<file path="src/rtl/clkgen_pkg.sv">
package clkgen_pkg;

    typedef enum logic [2:0] {
        ST_OFF      = 3'd0,
        ST_SELF     = 3'd1,
        ST_INT_HUNT = 3'd2,
        ST_INT_HELD = 3'd3,
        ST_BYPASS   = 3'd4,
        ST_EXT_HUNT = 3'd5,
        ST_EXT_HELD = 3'd6
    } cg_state_e;

    typedef enum logic [1:0] {
        REQ_SELF   = 2'd0,
        REQ_INT    = 2'd1,
        REQ_BYPASS = 2'd2,
        REQ_EXT    = 2'd3
    } cg_req_e;

    typedef struct packed {
        cg_state_e nxt;
        logic      loss;
        logic      ref_ok;
    } cg_step_t;

    function automatic logic is_engaged(cg_state_e s);
        return (s == ST_INT_HUNT) || (s == ST_INT_HELD) ||
               (s == ST_EXT_HUNT) || (s == ST_EXT_HELD);
    endfunction

    function automatic logic is_held(cg_state_e s);
        return (s == ST_INT_HELD) || (s == ST_EXT_HELD);
    endfunction

    function automatic logic on_ext(cg_state_e s);
        return (s == ST_EXT_HUNT) || (s == ST_EXT_HELD) || (s == ST_BYPASS);
    endfunction

endpackage

</file>
<file path="src/rtl/clkgen_mode_fsm.sv">
module clkgen_mode_fsm
    import clkgen_pkg::*;
(
    input  logic      clk,
    input  logic      rst,
    input  logic [1:0] mode_req,
    input  logic      stop_req,
    input  logic      lock_det,
    input  logic      int_ref_ok,
    input  logic      ext_ref_ok,
    input  logic      pen,
    output cg_state_e state,
    output cg_step_t  step
);

    cg_req_e   req;
    cg_state_e nxt;
    logic      cur_ref_ok;
    logic      same_family;

    assign req = cg_req_e'(mode_req);

    always_comb begin
        nxt = ST_SELF;
        if (stop_req) begin
            nxt = ST_OFF;
        end else begin
            unique case (req)
                REQ_SELF: nxt = ST_SELF;
                REQ_INT: begin
                    if (state == ST_INT_HUNT || state == ST_INT_HELD) begin
                        nxt = (lock_det && int_ref_ok) ? ST_INT_HELD : ST_INT_HUNT;
                    end else begin
                        nxt = int_ref_ok ? ST_INT_HUNT : ST_SELF;
                    end
                end
                REQ_BYPASS: nxt = ext_ref_ok ? ST_BYPASS : ST_SELF;
                REQ_EXT: begin
                    if (state == ST_EXT_HUNT || state == ST_EXT_HELD) begin
                        nxt = (lock_det && ext_ref_ok) ? ST_EXT_HELD : ST_EXT_HUNT;
                    end else begin
                        nxt = ext_ref_ok ? ST_EXT_HUNT : ST_SELF;
                    end
                end
                default: nxt = ST_SELF;
            endcase
        end
    end

    assign cur_ref_ok  = on_ext(state) ? ext_ref_ok : int_ref_ok;
    assign same_family = is_engaged(state) && is_engaged(nxt) &&
                         (on_ext(state) == on_ext(nxt));

    always_comb begin
        step.nxt    = nxt;
        step.ref_ok = cur_ref_ok;
        step.loss   = same_family && !pen &&
                      (!cur_ref_ok || (is_held(state) && !lock_det));
    end

    always_ff @(posedge clk) begin
        if (rst) begin
            state <= ST_SELF;
        end else begin
            state <= nxt;
        end
    end

endmodule

</file>
<file path="src/rtl/clkgen_fault.sv">
module clkgen_fault
    import clkgen_pkg::*;
(
    input  logic      clk,
    input  logic      rst,
    input  cg_step_t  step,
    input  logic      fault_is_reset,
    input  logic      fault_clr,
    output logic      pen,
    output logic      fault_rst_req,
    output logic      fault_irq,
    output logic      fault_flag
);

    logic pen_n;

    always_comb begin
        if (!is_engaged(step.nxt)) begin
            pen_n = 1'b0;
        end else if (step.loss) begin
            pen_n = 1'b1;
        end else if (is_held(step.nxt)) begin
            pen_n = 1'b0;
        end else begin
            pen_n = pen;
        end
    end

    always_ff @(posedge clk) begin
        if (rst) begin
            pen           <= 1'b0;
            fault_rst_req <= 1'b0;
            fault_flag    <= 1'b0;
        end else begin
            pen           <= pen_n;
            fault_rst_req <= step.loss && fault_is_reset;
            if (step.loss) begin
                fault_flag <= 1'b1;
            end else if (fault_clr) begin
                fault_flag <= 1'b0;
            end
        end
    end

    assign fault_irq = fault_flag && !fault_is_reset;

endmodule

</file>
<file path="src/rtl/clkgen_div_sync.sv">
module clkgen_div_sync #(
    parameter int DIV_W = 3,
    parameter int SH_W  = 4
) (
    input  logic             clk,
    input  logic             rst,
    input  logic             out_edge,
    input  logic [DIV_W-1:0] div_sel,
    input  logic             pen,
    output logic [SH_W-1:0]  div_shift
);

    logic [DIV_W-1:0] div_q;
    logic             pen_q;

    always_ff @(posedge clk) begin
        if (rst) begin
            div_q <= '0;
            pen_q <= 1'b0;
        end else if (out_edge) begin
            div_q <= div_sel;
            pen_q <= pen;
        end
    end

    assign div_shift = SH_W'(div_q) + SH_W'(pen_q);

endmodule

</file>
<file path="src/rtl/clkgen_mode_ctrl.sv">
module clkgen_mode_ctrl
    import clkgen_pkg::*;
#(
    parameter int               DIV_W    = 3,
    parameter int               DCO_W    = 9,
    parameter logic [DCO_W-1:0] DCO_INIT = 9'h100,
    localparam int              SH_MAX   = (1 << DIV_W),
    localparam int              SH_W     = $clog2(SH_MAX + 1)
) (
    input  logic             clk,
    input  logic             rst,
    input  logic [1:0]       mode_req,
    input  logic             stop_req,
    input  logic             lock_det,
    input  logic             int_ref_ok,
    input  logic             ext_ref_ok,
    input  logic [DIV_W-1:0] div_sel,
    input  logic             fault_is_reset,
    input  logic             fault_clr,
    input  logic             out_edge,
    input  logic             dco_ld,
    input  logic [DCO_W-1:0] dco_val,
    output logic [2:0]       state_o,
    output logic             clk_run,
    output logic             ext_path,
    output logic [SH_W-1:0]  div_shift,
    output logic             fault_rst_req,
    output logic             fault_irq,
    output logic             fault_flag,
    output logic [DCO_W-1:0] dco_word
);

    cg_state_e state;
    cg_step_t  step;
    logic      pen;
    logic      load_ok;

    clkgen_mode_fsm u_fsm (
        .clk        (clk),
        .rst        (rst),
        .mode_req   (mode_req),
        .stop_req   (stop_req),
        .lock_det   (lock_det),
        .int_ref_ok (int_ref_ok),
        .ext_ref_ok (ext_ref_ok),
        .pen        (pen),
        .state      (state),
        .step       (step)
    );

    clkgen_fault u_fault (
        .clk            (clk),
        .rst            (rst),
        .step           (step),
        .fault_is_reset (fault_is_reset),
        .fault_clr      (fault_clr),
        .pen            (pen),
        .fault_rst_req  (fault_rst_req),
        .fault_irq      (fault_irq),
        .fault_flag     (fault_flag)
    );

    clkgen_div_sync #(.DIV_W(DIV_W), .SH_W(SH_W)) u_div (
        .clk       (clk),
        .rst       (rst),
        .out_edge  (out_edge),
        .div_sel   (div_sel),
        .pen       (pen),
        .div_shift (div_shift)
    );

    // Control word survives stop and reference loss.
    assign load_ok = (state == ST_SELF) || (is_engaged(state) && step.ref_ok);

    always_ff @(posedge clk) begin
        if (rst) begin
            dco_word <= DCO_INIT;
        end else if (dco_ld && load_ok) begin
            dco_word <= dco_val;
        end
    end

    assign state_o  = state;
    assign clk_run  = (state != ST_OFF);
    assign ext_path = (state == ST_BYPASS);

endmodule

</file>
<file path="config.mk">
export PLATFORM = sky130hd
export DESIGN_NAME = clkgen_mode_ctrl
export DESIGN_NICKNAME = d
export VERILOG_FILES = /design/src/rtl/clkgen_pkg.sv /design/src/rtl/clkgen_mode_fsm.sv /design/src/rtl/clkgen_fault.sv /design/src/rtl/clkgen_div_sync.sv /design/src/rtl/clkgen_mode_ctrl.sv
export SDC_FILE = /design/constraint.sdc
export NUM_CORES = 1
export LEC_CHECK = 0
export ABC_AREA = 1
export BUFFER_PORTS_ARGS = -buffer_cell sky130_fd_sc_hd__buf_4
export CORE_MARGIN = 10
export CORE_UTILIZATION = 50
export CTS_CLUSTER_DIAMETER = 60
export DETAILED_ROUTE_END_ITERATION = 7
export PLACE_DENSITY = 0.8
export SLEW_MARGIN = 20
export SYNTH_ARGS = -nofsm -noshare
export SYNTH_HDL_FRONTEND = slang
export SYNTH_HIERARCHICAL = 1
export SYNTH_SLANG_ARGS = --single-unit
</file>
<file path="constraint.sdc">
create_clock -name clk -period 2.4 [get_ports clk]
set_input_delay 0.72 -clock clk [delete_from_list [all_inputs] [get_ports clk]]
set_output_delay 0.72 -clock clk [all_outputs]
set_load 0.01 [all_outputs]
</file>
==> impl_metrics.toml <==
[logic_synthesis]
synth_area_per_cell_um2 = 6.417
synthAdderAreaFrac_pct = 2.179
synthCells = 179
netlist_area_um2 = 1149
ys_seq_elements = 19
synth_top_family_by_area = "simple AND/OR/NAND/NOR gates"
synthTopCellsByArea = "dfxtp_1 33%, nand2_1 14%, inv_1 10%, nor2_1 8.8%, nand3_1 6.5%"
synth.top_cell.area_share_pct = 33.12
yosys-mux-area-fraction_pct = 0
synth_ff_type = "dfxtp_1"
synth_common_cells = "42 x nand2_1, 31 x inv_1, 27 x nor2_1"
yosysMostFrequentCell = "nand2_1"
yosys.area.top_type = "dfxtp_1"
synth_compound_area_share_pct = 9.041
synth-async-reset-ratio_pct = 0
yosys.area_share.simple_pct = 39.87
seq_area_frac_synth_pct = 33.12
ys_types = 27
synth_xor_xnor_area_share_pct = 0.7625
synth_edf_count = 0
syn_nets = 205
ys_warn_count = 6

[clock_tree]
cts_tree = "done"
postCtsSetupBuffers = 0
postCtsHoldBufs = 0
cts-buffers-inserted = 3
clock-sinks = 19
clock_latency_ns = 0.29
cts_root_buf = "clkbuf_4"
cts_resized = 0
clkTransAtPathRegs_ns = 0.11
cts_buffer_depth = 2
h-tree-depth = 1

[grt]
grt_max_degree = 19
global_route.usage.total_pct = 12.23
grt_pass1_vias = 1079
grt_antenna_before_repair = 0
grt_overflow = 0
grt_pass1_wl_mm = 4.581

[timing]
tightest_slew_ns = 0.3675
skew_ns = 0.004207
slew_headroom_pct = 75.44
period_needed_ns = 2.022
fin_setup_tns_ns = 0
setup_viol = 0
maxSlewViolCount = 0
finalHoldViolations = 0
rsz0062_at_grt = "no"
fin_crit_sh_pct = 84.24
fmax_mhz = 494.6

[route]
drtAntennaViolNets = 0
wl_per_cell_um = 11.27
vias = 1164
viasPerCell = 4.637
drt_pass1_iterations = 4
drc = 0
wl_mm = 2.828
drt_iter0_drc = 84

[finish]
nNetsFinal = 250
diodes = 0
final_cell_area_um2 = 1500
fin_cells = 251
fill_cells = 198
syn2layout_area_growth_pct = 30.61
final_layout_size_suffix_gt1_share_pct = 29.60

[run_status]
status = "finished clean"

[placed_design]
dp_hpwl_mm = 2.303
place_area_um2 = 1473
dp_cells = 247
port_buffers = 44
place_congestion = 0.7703

[setup_path]
startpoint_type = "flop"
path_max_fanout = 2
worstSetupPathType = "reg -> out"
cp.arrival_ns = 1.30
required_ns = 1.68
cp-end-kind = "output port"

[power_and_ir_drop]
power_density_nw_per_um2 = 455.8
ir_worst_vdd_v = 0.0002796
p_leak_nw = 0.8384
power_mw = 0.6838

[floorplanning]
die-area_um2 = 4614
start_util_pct = 52.43
pin_count = 45
rows = 17
die_w_um = 67.93
fp.dieH_um = 67.93
core-area_um2 = 2191

[min_path]
hold_path.class = "reg -> reg"

[flow_run]
cap_violations = 0
==> power by group <==
part	total, mW	switching [mW]	internal, mW
clock network	0.163	0.101	0.0620
logic	0.172	0.0875	0.0845
registers	0.349	0.0138	0.335
total	0.684	0.202	0.481
==> registers in the layout (all words and copies together) (netlist names) <==
signal and flops:
u_div/pen_q 1, u_fault/pen 1, u_fsm/state 3, dco_word 9, u_fault/fault_flag 1, u_fault/fault_rst_req 1
u_div/div_q 3
==> layout by cell type (no fill, tap or decap), types with 2 or more instances in the layout <==
master    synthesis  final
inv_2             3      3
nor2_1           27     27
nor2_4            2      2
dfxtp_1          19     19
nand2_1          42     42
ha_1              2      2
nand3_1          15     15
nor2_2            4      4
nand2_2           5      5
a21oi_1          11     11
inv_1            31     31
buf_4             1     44
clkbuf_4          0      3
==> logic make-up (layout without fill, tap and decap cells) <==
kind of cell / after synthesis / in the layout
adder cells (fa/ha/maj): 2 / 2
AND/OR/NAND/NOR: 101 / 101
AO/OA/AOI/OAI: 17 / 17
XOR/XNOR: 1 / 1
flip-flops: 19 / 19
buffers and inverters: 39 / 83
==> routing by layer <==
metal | global-route usage, % | vias to the layer above | wire (um)
met5 | 0 | - | 0
li1 | - | 628 | -
met2 | 21.63 | 31 | 1422
met4 | 4.271 | 0 | 16
met1 | 13.12 | 503 | 1167
met3 | 4.405 | 2 | 222
==> final cells by class <==
| class | instances | area [um2] | share of cell area (%) |
|---|---|---|---|
| inverter | 35 | 131.4 | 8.757 |
| timing repair buffer | 44 | 330.3 | 22.02 |
| clock buffer | 3 | 22.52 | 1.501 |
| multi-input combinational | 121 | 595.6 | 39.70 |
| tap | 28 | 35.03 | 2.335 |
| sequential | 19 | 380.4 | 25.35 |
| clock inverter | 1 | 5.005 | 0.3336 |
==> worst max-delay path, stage by stage (launching register included) <==
cell and delay (ns):
dfxtp_1 0.33, ha_1 0.21, ha_1 0.19, xor2_1 0.14, buf_4 0.14
==> final timing paths <==
kind              depth (start not counted)            from           end  slack [ns]
hold reg to reg                           2     dco_word[8]   dco_word[8]        0.47
hold / removal                            2     dco_word[8]   dco_word[8]        0.47
setup reg to reg                         12  u_fsm/state[1]   u_fault/pen        0.64
setup / recovery                          4  u_div/div_q[0]  div_shift[2]        0.38
==> through the flow <==
step / util, % / hold slack (ns) / setup slack (ns)
finish: 68.48 / 0.4698 / 0.3782
global route: 68.48 / 0.5014 / 0.2762
CTS: 68.48 / 0.4760 / 0.3615
detailed placement: 67.22 / 0.4477 / 0.3883
global placement: 67.22 / 0.4424 / 0.5012
floorplan: - / 0.4549 / 0.6982
Note: power is estimated with default switching activity, not from simulation.
